==> config.mk <==
export PLATFORM = sky130hd
export DESIGN_NAME = content_refresh_sel
export DESIGN_NICKNAME = d
export VERILOG_FILES = /design/src/rtl/crs_pkg.sv /design/src/rtl/crs_entry_table.sv /design/src/rtl/crs_pattern_match.sv /design/src/rtl/crs_row_state.sv /design/src/rtl/content_refresh_sel.sv
export SDC_FILE = /design/constraint.sdc
export NUM_CORES = 1
export LEC_CHECK = 0
export ABC_AREA = 1
export BUFFER_PORTS_ARGS = -buffer_cell sky130_fd_sc_hd__buf_2
export CAP_MARGIN = 20
export CORE_MARGIN = 3
export CORE_UTILIZATION = 35
export CTS_BUF_LIST = sky130_fd_sc_hd__clkbuf_4
export DETAILED_ROUTE_END_ITERATION = 10
export PLACE_DENSITY = 0.58
export SYNTH_ARGS = -nofsm -noshare
export SYNTH_HDL_FRONTEND = slang
export SYNTH_SLANG_ARGS = --single-unit
==> constraint.sdc <==
create_clock -name clk -period 7.27 [get_ports clk]
set_clock_uncertainty 0.2 [all_clocks]
set_input_delay 0.3635 -clock clk [delete_from_list [all_inputs] [get_ports clk]]
set_output_delay 0.3635 -clock clk [all_outputs]
set_load 0.01 [all_outputs]
==> src/rtl/crs_pkg.sv <==
package crs_pkg;
   typedef enum logic {
      RATE_LOW  = 1'b0,
      RATE_HIGH = 1'b1
   } rate_e;

   function automatic bit is_pow2(int v);
      return (v >= 2) && ((v & (v - 1)) == 0);
   endfunction
endpackage

==> src/rtl/crs_entry_table.sv <==
module crs_entry_table #(
   parameter int N_ROWS = 16,
   parameter int ROW_W  = 32,
   parameter int N_ENT  = 4,
   localparam int ROW_AW = $clog2(N_ROWS),
   localparam int BIT_AW = $clog2(ROW_W),
   localparam int ENT_AW = $clog2(N_ENT)
) (
   input  logic              clk,
   input  logic              rst_n,
   input  logic              ld_en,
   input  logic [ENT_AW-1:0] ld_idx,
   input  logic              ld_valid,
   input  logic [ROW_AW-1:0] ld_row,
   input  logic [BIT_AW-1:0] ld_victim,
   input  logic [BIT_AW-1:0] ld_dist_lo,
   input  logic [BIT_AW-1:0] ld_dist_hi,
   output logic              ent_valid  [N_ENT],
   output logic [ROW_AW-1:0] ent_row    [N_ENT],
   output logic [BIT_AW-1:0] ent_victim [N_ENT],
   output logic [BIT_AW-1:0] ent_dlo    [N_ENT],
   output logic [BIT_AW-1:0] ent_dhi    [N_ENT]
);
   always_ff @(posedge clk) begin
      if (!rst_n) begin
         for (int e = 0; e < N_ENT; e++) begin
            ent_valid[e]  <= 1'b0;
            ent_row[e]    <= '0;
            ent_victim[e] <= '0;
            ent_dlo[e]    <= '0;
            ent_dhi[e]    <= '0;
         end
      end else if (ld_en) begin
         ent_valid[ld_idx]  <= ld_valid;
         ent_row[ld_idx]    <= ld_row;
         ent_victim[ld_idx] <= ld_victim;
         ent_dlo[ld_idx]    <= ld_dist_lo;
         ent_dhi[ld_idx]    <= ld_dist_hi;
      end
   end
endmodule

==> src/rtl/crs_pattern_match.sv <==
module crs_pattern_match #(
   parameter int ROW_W = 32,
   localparam int BIT_AW = $clog2(ROW_W)
) (
   input  logic [ROW_W-1:0]  data,
   input  logic [BIT_AW-1:0] victim,
   input  logic [BIT_AW-1:0] dlo,
   input  logic [BIT_AW-1:0] dhi,
   output logic              hit
);
   logic              lo_ok;
   logic              hi_ok;
   logic [BIT_AW-1:0] lo_pos;
   logic [BIT_AW:0]   hi_sum;

   always_comb begin
      lo_ok  = (victim >= dlo);
      lo_pos = victim - dlo;
      hi_sum = {1'b0, victim} + {1'b0, dhi};
      hi_ok  = (hi_sum < (BIT_AW + 1)'(ROW_W));
      hit    = data[victim]
             & (~lo_ok | ~data[lo_pos])
             & (~hi_ok | ~data[hi_sum[BIT_AW-1:0]]);
   end
endmodule

==> src/rtl/crs_row_state.sv <==
module crs_row_state #(
   parameter int N_ROWS = 16,
   localparam int ROW_AW = $clog2(N_ROWS)
) (
   input  logic              clk,
   input  logic              rst_n,
   input  logic              wr_en,
   input  logic [ROW_AW-1:0] wr_row,
   input  logic              wr_hit,
   input  logic              clr_a_en,
   input  logic [ROW_AW-1:0] clr_a_row,
   input  logic              clr_b_en,
   input  logic [ROW_AW-1:0] clr_b_row,
   output logic [N_ROWS-1:0] row_known,
   output logic [N_ROWS-1:0] row_hit
);
   // Later assignments win: table-load clears override a same-cycle write.
   always_ff @(posedge clk) begin
      if (!rst_n) begin
         row_known <= '0;
         row_hit   <= '0;
      end else begin
         if (wr_en) begin
            row_known[wr_row] <= 1'b1;
            row_hit[wr_row]   <= wr_hit;
         end
         if (clr_b_en) begin
            row_known[clr_b_row] <= 1'b0;
            row_hit[clr_b_row]   <= 1'b0;
         end
         if (clr_a_en) begin
            row_known[clr_a_row] <= 1'b0;
            row_hit[clr_a_row]   <= 1'b0;
         end
      end
   end
endmodule

==> src/rtl/content_refresh_sel.sv <==
module content_refresh_sel
   import crs_pkg::*;
#(
   parameter int N_ROWS = 16,
   parameter int ROW_W  = 32,
   parameter int N_ENT  = 4,
   localparam int ROW_AW = $clog2(N_ROWS),
   localparam int BIT_AW = $clog2(ROW_W),
   localparam int ENT_AW = $clog2(N_ENT)
) (
   input  logic              clk,
   input  logic              rst_n,
   input  logic              base_mode,
   input  logic              ld_en,
   input  logic [ENT_AW-1:0] ld_idx,
   input  logic              ld_valid,
   input  logic [ROW_AW-1:0] ld_row,
   input  logic [BIT_AW-1:0] ld_victim,
   input  logic [BIT_AW-1:0] ld_dist_lo,
   input  logic [BIT_AW-1:0] ld_dist_hi,
   input  logic              wr_en,
   input  logic [ROW_AW-1:0] wr_row,
   input  logic [ROW_W-1:0]  wr_data,
   input  logic              ref_req,
   input  logic [ROW_AW-1:0] ref_row,
   output logic              ref_valid,
   output logic              ref_high
);
   initial begin
      assert (is_pow2(N_ROWS)) else $fatal(1, "N_ROWS must be a power of two");
      assert (is_pow2(ROW_W))  else $fatal(1, "ROW_W must be a power of two");
      assert (is_pow2(N_ENT))  else $fatal(1, "N_ENT must be a power of two");
   end

   logic              ent_valid  [N_ENT];
   logic [ROW_AW-1:0] ent_row    [N_ENT];
   logic [BIT_AW-1:0] ent_victim [N_ENT];
   logic [BIT_AW-1:0] ent_dlo    [N_ENT];
   logic [BIT_AW-1:0] ent_dhi    [N_ENT];
   logic [N_ENT-1:0]  ent_hit;
   logic [N_ENT-1:0]  wr_sel;
   logic [N_ENT-1:0]  ref_sel;
   logic [N_ROWS-1:0] row_known;
   logic [N_ROWS-1:0] row_hit;
   logic              wr_hit;
   logic              req_has_entry;
   logic              old_en;
   rate_e             rate_next;

   crs_entry_table #(.N_ROWS(N_ROWS), .ROW_W(ROW_W), .N_ENT(N_ENT)) u_table (
      .clk(clk), .rst_n(rst_n), .ld_en(ld_en), .ld_idx(ld_idx),
      .ld_valid(ld_valid), .ld_row(ld_row), .ld_victim(ld_victim),
      .ld_dist_lo(ld_dist_lo), .ld_dist_hi(ld_dist_hi),
      .ent_valid(ent_valid), .ent_row(ent_row), .ent_victim(ent_victim),
      .ent_dlo(ent_dlo), .ent_dhi(ent_dhi)
   );

   for (genvar e = 0; e < N_ENT; e++) begin : g_ent
      crs_pattern_match #(.ROW_W(ROW_W)) u_match (
         .data(wr_data), .victim(ent_victim[e]),
         .dlo(ent_dlo[e]), .dhi(ent_dhi[e]), .hit(ent_hit[e])
      );
      assign wr_sel[e]  = ent_valid[e] && (ent_row[e] == wr_row) && ent_hit[e];
      assign ref_sel[e] = ent_valid[e] && (ent_row[e] == ref_row);
   end

   assign wr_hit        = |wr_sel;
   assign req_has_entry = |ref_sel;
   assign old_en        = ld_en && ent_valid[ld_idx];

   crs_row_state #(.N_ROWS(N_ROWS)) u_state (
      .clk(clk), .rst_n(rst_n),
      .wr_en(wr_en), .wr_row(wr_row), .wr_hit(wr_hit),
      .clr_a_en(ld_en), .clr_a_row(ld_row),
      .clr_b_en(old_en), .clr_b_row(ent_row[ld_idx]),
      .row_known(row_known), .row_hit(row_hit)
   );

   always_comb begin
      rate_next = RATE_LOW;
      if (req_has_entry && (base_mode || !row_known[ref_row] || row_hit[ref_row]))
         rate_next = RATE_HIGH;
   end

   always_ff @(posedge clk) begin
      if (!rst_n) begin
         ref_valid <= 1'b0;
         ref_high  <= 1'b0;
      end else begin
         ref_valid <= ref_req;
         ref_high  <= ref_req && (rate_next == RATE_HIGH);
      end
   end
endmodule

[After elaboration in Yosys (flattened, before gate mapping)]
Index checks and enable logic that the tools add are counted.
Cells by class
  order comparisons: 29
  reduce and logical (&&, ||, !) cells: 24
  equality and inequality tests: 8
  $add $sub $neg: 8
  mux-type cells: 63
  bitwise operators: 40
Operators by type and width (number)
  16-bit 2-to-1 mux: 10
  5-bit by 6-bit less-than comparator with 1-bit output (second input constant): 12
  16-bit bitwise AND: 4
  1-bit binary-select mux with 5-bit select: 12
  20-bit bitwise mux: 3
  16-bit bitwise mux: 2
  4-bit == test: 8
  16-bit NOT: 2
  5-bit by 5-bit adder with 6-bit output: 4
  6-bit less-than comparator (second input constant): 4
  1-bit 2-to-1 mux: 21
  5-bit greater-or-equal comparator: 4
  4-bit by 5-bit less-than comparator with 1-bit output (second input constant): 4
  5-bit subtractor: 4
  1-bit logical AND: 19
  1-bit NOT: 16
  16-bit bitwise OR: 1
  1-bit demux with 4-bit select: 3
  4-bit by 1-bit greater-or-equal comparator with 1-bit output (second input constant): 3
  4-bit 2-to-1 mux: 3
  5-bit demux with 2-bit select: 1
  1-bit bitwise AND: 8
  1-bit binary-select mux with 4-bit select: 2
  4-bit binary-select mux with 2-bit select: 1
  other kinds (12): 21
Word-level totals
  word-level logic and storage cells: 196
  input port bits: 68
  register bits after elaboration: 114

[Depth between registers and ports, before layout]
Gate-level depths: netlist of the first run.
  depth after elaboration: 17
  depth in mapped cells: 20

[By module]
From an unflattened synthesis of the first run, not the netlist that was laid out.
Second synthesis, totals
  cell total of the unflattened synthesis: 2201
  area, all modules: 11762.5 µm²
Modules (own cells, without submodules)
  crs_pattern_match (g_ent[0].u_match ...): area an instance 1457.6 µm², sequential area each 0.0 µm², times used 3, cells each 303
  crs_entry_table: area an instance 3320.7 µm², sequential area each 1601.5 µm², times used 1, cells each 516
  crs_row_state: area an instance 1619.1 µm², sequential area each 640.6 µm², times used 1, cells each 267
  crs_pattern_match (g_ent[3].u_match): area an instance 1461.4 µm², sequential area each 0.0 µm², times used 1, cells each 303
  content_refresh_sel: area an instance 988.4 µm², sequential area each 40.0 µm², times used 1, cells each 206

[Worst setup path after synthesis of the first run]
Ideal clock, no wire load.
  kind: register to register
  from: register u_table.ent_victim[10] (netlist name)
  to: register u_state.row_hit[15]
  data arrival time: 2.479 ns
  slack: 4.469 ns
  period minus slack after synthesis: 2.801 ns
  data required time: 6.948 ns
  cell stages (with the launch flop): 20
  cell sequence: dfxtp_1 -> buf_6 -> inv_4 -> buf_6 -> ha_1 -> inv_1 -> fa_1 -> buf_2 -> inv_1 -> nand3_1 -> nand2_1 -> nand2_1 -> nand3_1 -> nand3_1 -> nand3_1 -> nand3_1 -> nand2_1 -> nor2_4 -> buf_12 -> a21oi_2
Between the ends
  longest elaborated chain between the ends: 17
  elaborated cells between the ends (all ways): 28
  those cells by class: add/sub: 2; order compare: 2; mux: 12; bitwise: 10; reduce/logical: 2
RTL lines
  from (decl): RTL line crs_entry_table.sv:20  | output logic [BIT_AW-1:0] ent_victim [N_ENT],
  from (signal, indexed assignment): RTL line crs_entry_table.sv:36  | ent_victim[ld_idx] <= ld_victim;
  5-bit subtractor: RTL line crs_pattern_match.sv:18  | lo_pos = victim - dlo;
  1-bit binary-select mux with 5-bit select: RTL line crs_pattern_match.sv:22  | & (~lo_ok | ~data[lo_pos])
  1-bit 2-to-1 mux (implied by the code): RTL line crs_pattern_match.sv:22
  1-bit NOT: RTL line crs_pattern_match.sv:22
  1-bit bitwise OR: RTL line crs_pattern_match.sv:22
  1-bit bitwise AND: RTL line crs_pattern_match.sv:22
  1-bit bitwise AND (*): RTL line crs_pattern_match.sv:23  | & (~hi_ok | ~data[hi_sum[BIT_AW-1:0]]);
  1-bit logical AND (*): RTL line content_refresh_sel.sv:63  | assign wr_sel[e] = ent_valid[e] && (ent_row[e] == wr_row) && ent_hit[e];
  4-bit OR reduction (*): RTL line content_refresh_sel.sv:67  | assign wr_hit = |wr_sel;
  16-bit bitwise mux (*): RTL line crs_row_state.sv:25  | row_hit[wr_row] <= wr_hit;
  16-bit 2-to-1 mux (*): RTL line crs_row_state.sv:23  | if (wr_en) begin
  16-bit 2-to-1 mux (*): RTL line crs_row_state.sv:19  | if (!rst_n) begin
  16-bit bitwise AND (no line)
  16-bit 2-to-1 mux (*): RTL line crs_row_state.sv:27  | if (clr_b_en) begin
  16-bit 2-to-1 mux (*): RTL line crs_row_state.sv:19
  16-bit bitwise AND (no line)
  16-bit 2-to-1 mux (*): RTL line crs_row_state.sv:31  | if (clr_a_en) begin
  to (signal, indexed assignment): RTL line crs_row_state.sv:25
  to (decl): RTL line crs_row_state.sv:15  | output logic [N_ROWS-1:0] row_hit
Mark *: on every way between the ends. The rest lies on a longest branch, timed or not. The select of a mux whose other input is x is not followed.
A chain may end at the register's enable or synchronous reset.

[Final worst setup path of the first run]
  from: register u_table.ent_victim[5] (netlist name)
  to: register u_state.row_hit[4]
The elaborated chain is that of the path after synthesis.

==> results of run 1 <==
==> placed cells by master (no fill, tap or decap), types with 5 or more instances in the layout <==
cell | synthesis | layout
a21oi_1 | 154 | 154
a21oi_2 | 10 | 10
buf_2 | 55 | 69
clkbuf_4 | 0 | 18
clkinv_1 | 3 | 5
dfxtp_1 | 114 | 114
dlygate4sd3_1 | 0 | 13
fa_1 | 8 | 8
ha_1 | 40 | 40
inv_1 | 150 | 150
inv_2 | 13 | 13
nand2_1 | 584 | 584
nand3_1 | 338 | 338
nand3b_1 | 7 | 7
nand4_1 | 5 | 5
nor2_1 | 56 | 56
nor3_1 | 8 | 8
o211a_1 | 13 | 13
o211ai_1 | 14 | 14
o21ai_0 | 99 | 99
o22ai_1 | 17 | 17
xnor2_1 | 11 | 11
xor2_2 | 6 | 6
==> kinds of logic after synthesis <==
kind of cell | synth area share
simple gates | 0.400
compound gates | 0.178
buf+inv | 0.123
flops | 0.214
fa+ha+maj | 0.0619
xor+xnor | 0.0230
==> per-layer routing <==
metal | track usage | up-vias
met3 | 0.0505 | 121
met2 | 0.380 | 653
li1 | - | 5958
met4 | 0.0838 | 4
met1 | 0.364 | 5642
met5 | 0 | -
==> Yosys cell counts (2+ instances only) <==
cell type / instances / share of area
xor2_2: 6 / 0.0091
buf_2: 55 / 0.026
xnor2_1: 11 / 0.0090
o21ai_1: 3 / 0.0014
nor2_1: 56 / 0.020
clkinv_1: 3 / 0.0011
o21a_1: 3 / 0.0021
nor3_1: 8 / 0.0038
nand3_1: 338 / 0.16
o22ai_1: 17 / 0.010
o21ai_2: 2 / 0.0016
inv_4: 3 / 0.0018
inv_1: 150 / 0.053
o221ai_1: 4 / 0.0033
nor2_2: 2 / 0.0012
ha_1: 40 / 0.047
buf_1: 4 / 0.0014
inv_2: 13 / 0.0046
dfxtp_1: 114 / 0.21
xor2_1: 4 / 0.0033
nand2_1: 584 / 0.21
buf_6: 14 / 0.015
nand3b_1: 7 / 0.0049
o211a_1: 13 / 0.012
fa_1: 8 / 0.015
o211ai_1: 14 / 0.0098
clkbuf_1: 25 / 0.0088
buf_4: 15 / 0.011
a21oi_2: 10 / 0.0082
a21oi_1: 154 / 0.072
nand4_1: 5 / 0.0029
or2_2: 2 / 0.0012
a21o_1: 4 / 0.0028
o2111ai_1: 4 / 0.0033
o21ai_0: 99 / 0.046
==> state kept, by name, summed over array words and instances (netlist names) <==
name and flops:
u_table.ent_dhi 20, u_table.ent_dlo 20, u_table.ent_victim 20, u_state.row_hit 16
u_state.row_known 16, u_table.ent_row 16, u_table.ent_valid 4, ref_high 1
ref_valid 1
==> worst max-delay path, cell delays in order (launching register included) <==
cell and delay (ns):
dfxtp_1 0.76, inv_1 0.41, ha_1 0.76, inv_1 0.36
nand2_1 0.17, nand3_1 0.08, nand3_1 0.08, nand3_1 0.08
nand3b_1 0.10, nand3_1 0.08, nand3_1 0.08, nand2_1 0.08
nor2_4 0.51, a21oi_1 0.14
==> through the flow <==
stage	hold slack (ns)	cells	power [mW]	cell area, um^2
3_5_place_dp	0.256	2150	1.34	10800
5_1_grt	0.0143	2197	2.02	11300
6_report	0.0218	2197	1.90	11300
2_1_floorplan	0.233	1805	1.18	10700
4_1_cts	0.00686	2194	1.89	11300
3_3_place_gp	0.253	2150	1.34	10800
==> layout make-up <==
class | count | area [um^2] | area share
Sequential cell | 114 | 2280 | 0.202
Inverter | 169 | 642 | 0.0567
Antenna cell | 2 | 5.00 | 0.000442
Timing Repair Buffer | 83 | 503 | 0.0445
Clock buffer | 18 | 135 | 0.0119
Clock inverter | 13 | 183 | 0.0162
Multi-Input combinational cell | 1408 | 7070 | 0.625
Tap cell | 390 | 488 | 0.0431
==> where the power goes <==
group	total, mW	switching (mW)	internal, mW
combinational	0.673	0.453	0.220
clock	0.543	0.267	0.276
sequential	0.681	0.0313	0.649
==> worst paths after layout <==
| kind | cells after the start | slack [ns] | startpoint | end |
|---|---|---|---|---|
| setup / recovery | 13 | 3.24 | u_table.ent_victim[5]$_SDFFE_PN0P_ | u_state.row_hit[4]$_SDFF_PN0_ |
| hold / removal | 3 | 0.02 | ld_victim[0] | u_table.ent_victim[0]$_SDFFE_PN0P_ |
| setup reg to reg | 13 | 3.24 | u_table.ent_victim[5]$_SDFFE_PN0P_ | u_state.row_hit[4]$_SDFF_PN0_ |
| hold reg to reg | 2 | 0.28 | u_table.ent_dlo[12]$_SDFFE_PN0P_ | u_table.ent_dlo[12]$_SDFFE_PN0P_ |
==> repair_timing <==
item,in CTS,in global routing
hold buffers,13,0
endpoints found under the hold margin,37,0
endpoints found under the setup margin,0,0
setup buffers,0,0
==> impl_metrics.csv, run 1 <==
group,metric,value,unit
route,postRouteAntennaNets,0,
setup_path,startpoint_type,"register",
placement,place_ws,3.26,ns
die,die_x,181,um
die,core_area,0.0299,mm^2
die,die_h,181,um
timing,period_needed,4.03,ns
placement,dpl.hpwl,29.5,mm
logic_synthesis,synth-main-ff-cell,"dfxtp_1",
timing,setup_viol,0,
run_status,status,"finished clean",
route,drt_iter0_markers,1112,
clock_tree,root_buffer,"clkbuf_4",
setup_path,crit_type,"reg2reg",
setup_path,crit_arrival,4.23,ns
route,dr_wl_met3,4.40,mm
route,wl,42.4,mm
finish,final_nets,1909,
global_route,grt_max_degree,64,
clock_tree,cts_htree_levels,4,
placement,io_buffers,69,
timing,relSlewSlack,0.299,
timing,fin_crit_sh,0.554,
timing,setup_ws,3.24,ns
die,start_util,0.357,
setup_path,critPathMaxFanout,21,
finish,drive_gt1_frac,0.0770,
clock_tree,cts_buffer_depth,2,
hold_path,hp-class,"in2reg",
logic_synthesis,syn_area,0.0107,mm^2
logic_synthesis,ys_seq_area_frac,0.214,
global_route,overflow,0,
global_route,grt_pass1_wl,65.7,mm
logic_synthesis,async_flop_share,0,
route,route.layer.met1.wl,18.8,mm
finish,final_util,0.379,
finish,area_growth,5.99,%
placement,gp_congestion,0.957,
logic_synthesis,synth_edf_count,0,
clock_tree,numCtsBuffers,17,
route,wl_met2,17.9,mm
clock_tree,tritoncts,"done",
die,ios,70,
die,row_count,63,
setup_path,end_kind,"register",
logic_synthesis,ys_ff_latch,114,
timing,setup_tns,0,ns
route,via_per_inst,5.63,
power,ir_worst_vdd,0.0935,mV
timing,fmax,248,MHz
global_route,antenna_found_initial,3,
timing,tightestPinTransition,1.05,ns
route,drc,0,
power,p_leak,5.29,nW
route,vias,12378,
finish,nFillCells,3265,
die,dieArea,0.0326,mm^2
timing,rsz0062_at_grt,"no",
clock_tree,post_cts_resized,0,
logic_synthesis,syn_area_per_cell,5.91,um^2
logic_synthesis,ys_types,46,
route,wl_per_cell,19.3,um
run,cap_violations,0,
global_route,grt_pass1_vias,11244,
setup_path,cp.required,7.48,ns
logic_synthesis,yosys_warnings,0,
clock_tree,cts_sinks,114,
clock_tree,clk_pin_slew_worst_paths,0.12,ns
logic_synthesis,synth_fp_nets,1921,
global_route,grt_use_total,0.253,
power,power.density,168,mW/mm^2
route,firstDrtPassIters,6,
route,top_layer,"met5",
logic_synthesis,postSynthCellCount,1805,
clock_tree,worstSkewPairLatency,0.53,ns
timing,final_hold_viol_count,0,
timing,final_max_slew_viol_count,0,
Note: power is estimated with default switching activity, not from simulation.
==> run 2, diff against run 1 <==
--- a/config.mk
+++ b/config.mk
@@ -5,7 +5,7 @@
 export SDC_FILE = /design/constraint.sdc
 export NUM_CORES = 1
 export LEC_CHECK = 0
-export ABC_AREA = 1
+export ABC_AREA = 0
 export BUFFER_PORTS_ARGS = -buffer_cell sky130_fd_sc_hd__buf_2
 export CAP_MARGIN = 20
 export CORE_MARGIN = 3
==> constraint.sdc (replaced) <==
create_clock -name clk -period 3.8 [get_ports clk]
set_clock_uncertainty 0.2 [all_clocks]
set_input_delay 0.19 -clock clk [delete_from_list [all_inputs] [get_ports clk]]
set_output_delay 0.19 -clock clk [all_outputs]
set_load 0.01 [all_outputs]
==> impl_metrics.csv, run 2 <==
group,metric,value,unit
power,p_seq_frac,0.391,
route,drt_iter0_markers,687,
route,postRouteAntennaNets,0,
route,wl,31.2,mm
timing,hold_slack,0.0382,ns
finish,layout_commonest_cell,"nand2_1",
timing,setup_ws,0.214,ns
setup_path,crit_top_cell,"buf_4",
placement,placed_cells,1412,
placement,io_buffers,69,
logic_synthesis,postSynthCellCount,1041,
setup_path,crit_arrival,3.86,ns
finish,reg_top3,"u_table.ent_dhi x20, u_table.ent_dlo x20, u_table.ent_victim x20",
hold_path,min_path_cells,5,
clock_tree,cts_htree_levels,4,
die,die_h,174,um
setup_path,critPathMaxFanout,16,
timing,final_max_slew_viol_count,0,
global_route,overflow,0,
setup_path,r2r_start,"u_table.ent_victim[0]$_SDFFE_PN0P_",
finish,area_growth,11.9,%
clock_tree,cts_setup_buffers,0,
setup_path,slowest_stage,"or3_1",
clock_tree,clk_pin_slew_worst_paths,0.13,ns
timing,relSlewSlack,0.458,
logic_synthesis,netlist.area_leader.share,0.230,
logic_synthesis,syn_area,0.00993,mm^2
global_route,grt_pass1_vias,8251,
setup_path,max_stage_delay,0.39,ns
clock_tree,tritoncts,"done",
hold_path,min_to,"u_table.ent_row[10]$_SDFFE_PN0P_",
timing,setup_viol,0,
timing,fmax,279,MHz
setup_path,r2r_cells,12,
global_route,grt_max_degree,80,
clock_tree,numCtsBuffers,17,
placement,dpl.hpwl,22.1,mm
power,power_frac_comb,0.283,
setup_path,end_kind,"register",
placement,place_area,0.0105,mm^2
logic_synthesis,syn_area_per_cell,9.54,um^2
setup_path,r2r_setup_slack,0.21,ns
die,row_count,61,
power,p_total,3.24,mW
logic_synthesis,synth.area.top_cells,"dfxtp_1 23%, mux4_2 19%, nand2_1 6.8%",
logic_synthesis,synth-main-ff-cell,"dfxtp_1",
run_status,status,"finished clean",
logic_synthesis,ys_ff_latch,114,
finish,post-route-cell-area,0.0111,mm^2
logic_synthesis,yosys_warnings,0,
hold_path,hp-class,"in2reg",
route,vias,8454,
power,clockPowerShare,0.326,
finish,nFillCells,2766,
run,cap_violations,0,
clock_tree,cts_buffer_depth,2,
timing,period_needed,3.59,ns
timing,setup_tns,0,ns
timing,final_hold_viol_count,0,
power,power.density,292,mW/mm^2
setup_path,cp_cell_sequence,"ha_1 > fa_2 > and3_1 > or3_1 > nand2_1 > mux2_2 > a221o_2 > a221oi_1 > buf_4 > a2111oi_4 > buf_4 > a21oi_1",
finish,drive_gt1_frac,0.215,
hold_path,min_from,"ld_idx[0]",
logic_synthesis,synth_most_common_cell,"nand2_1",
placement,gp_congestion,0.889,
setup_path,crit_type,"reg2reg",
setup_path,startpoint_type,"register",
finish,multi_input_area,0.00710,mm^2
route,drc,0,
route,via_per_inst,5.74,
finish,finalNonFillerCells,1472,
die,start_util,0.356,
timing,fin_crit_sh,0.944,
logic_synthesis,synth_fp_nets,1157,
power,p_leak,4.09,nW
finish,ff_latch_area,0.00228,mm^2
timing,tightestPinTransition,0.811,ns
global_route,grt_use_total,0.205,
finish,final_cell_mix,"180 x nand2_1, 114 x dfxtp_1, 84 x a21boi_0, 83 x mux4_2, 69 x buf_2",
finish,final_nets,1196,
die,dieArea,0.0304,mm^2
route,wl_per_cell,21.2,um
die,ios,70,
logic_synthesis,synth_common_cells,"180 x nand2_1, 114 x dfxtp_1, 84 x a21boi_0",
power,p_switching,1.04,mW
power,intPower,2.20,mW
die,core_area,0.0279,mm^2
setup_path,cp.required,4.08,ns
clock_tree,cts_sinks,114,
logic_synthesis,synth_edf_count,0,
clock_tree,root_buffer,"clkbuf_4",
logic_synthesis,async_flop_share,0,
timing,rsz0062_at_grt,"no",
finish,final_util,0.399,
global_route,grt_pass1_wl,48.8,mm
power,swShare,0.320,
logic_synthesis,ys_types,63,
setup_path,worstReg2RegEnd,"u_state.row_hit[15]$_SDFF_PN0_",
logic_synthesis,yosysTopAreaCell,"dfxtp_1",
placement,place_ws,0.135,ns
die,die_x,174,um
route,firstDrtPassIters,5,
global_route,antenna_found_initial,1,
power,ir_worst_vdd,0.206,mV
logic_synthesis,ys_seq_area_frac,0.230,
clock_tree,worstSkewPairLatency,0.54,ns
## run 2: cell type report
cell class / instances / area share
Timing Repair Buffer: 117 / 0.0696
Clock inverter: 15 / 0.0185
Inverter: 39 / 0.0132
Antenna cell: 1 / 0.000225
Sequential cell: 114 / 0.205
Multi-Input combinational cell: 791 / 0.639
Tap cell: 378 / 0.0426
Clock buffer: 17 / 0.0115
## run 2: cell families (layout without fill, tap and decap cells)
kind of cell	count (synthesis)	after routing	share of synthesized area
mux	148	148	0.293
buf+inv	136	188	0.0566
xor+xnor	54	54	0.0495
fa+ha+maj	48	48	0.0665
simple gates	288	288	0.129
other cells	0	1	0
compound gates	253	253	0.176
flops	114	114	0.230
## run 2: worst max-delay path, delay by kind of cell (launching register included)
kind                       cells  cell delay [ns]
and+or+nand+nor                3             0.73
AOI/OAI and AO/OA              4             0.86
muxes                          1             0.35
adders and majority gates      2             0.60
DFF                            1             0.35
buffers and inverters          2             0.42
## run 2: worst max path at each step
stage | startpoint | to | cells past startpoint
3_5_place_dp | u_table.ent_victim[0]$_SDFFE_PN0P_ | u_state.row_hit[4]$_SDFF_PN0_ | 11
6_report | u_table.ent_victim[0]$_SDFFE_PN0P_ | u_state.row_hit[15]$_SDFF_PN0_ | 12
2_1_floorplan | u_table.ent_victim[15]$_SDFFE_PN0P_ | u_state.row_hit[8]$_SDFF_PN0_ | 14
5_1_grt | u_table.ent_victim[10]$_SDFFE_PN0P_ | u_state.row_hit[0]$_SDFF_PN0_ | 11
3_3_place_gp | u_table.ent_victim[0]$_SDFFE_PN0P_ | u_state.row_hit[15]$_SDFF_PN0_ | 13
4_1_cts | u_table.ent_victim[0]$_SDFFE_PN0P_ | u_state.row_hit[4]$_SDFF_PN0_ | 11
## run 2: metal layers
| layer | wire length [um] | vias up | share of wire | GRT usage |
|---|---|---|---|---|
| li1 | - | 3900 | - | - |
| met1 | 13600 | 4119 | 0.44 | 0.291 |
| met2 | 14400 | 371 | 0.46 | 0.321 |
| met3 | 2500 | 64 | 0.080 | 0.0365 |
| met4 | 692 | 0 | 0.022 | 0.0617 |
| met5 | 0 | - | 0 | 0 |
## run 2: power by group through the flow
stage	clock, mW	sequential, mW	combinational, mW
floorplan	0	1.28	0.645
global placement	0	1.29	0.878
detailed placement	0	1.29	0.884
CTS	1.09	1.27	0.909
global route	1.13	1.27	0.988
finish	1.06	1.27	0.916
## run 2: what timing repair did
item / in CTS / in global routing
hold buffers: 27 / 0
setup endpoints to repair: 0 / 16
hold endpoints to repair: 106 / 0
gates resized for setup: 0 / 3
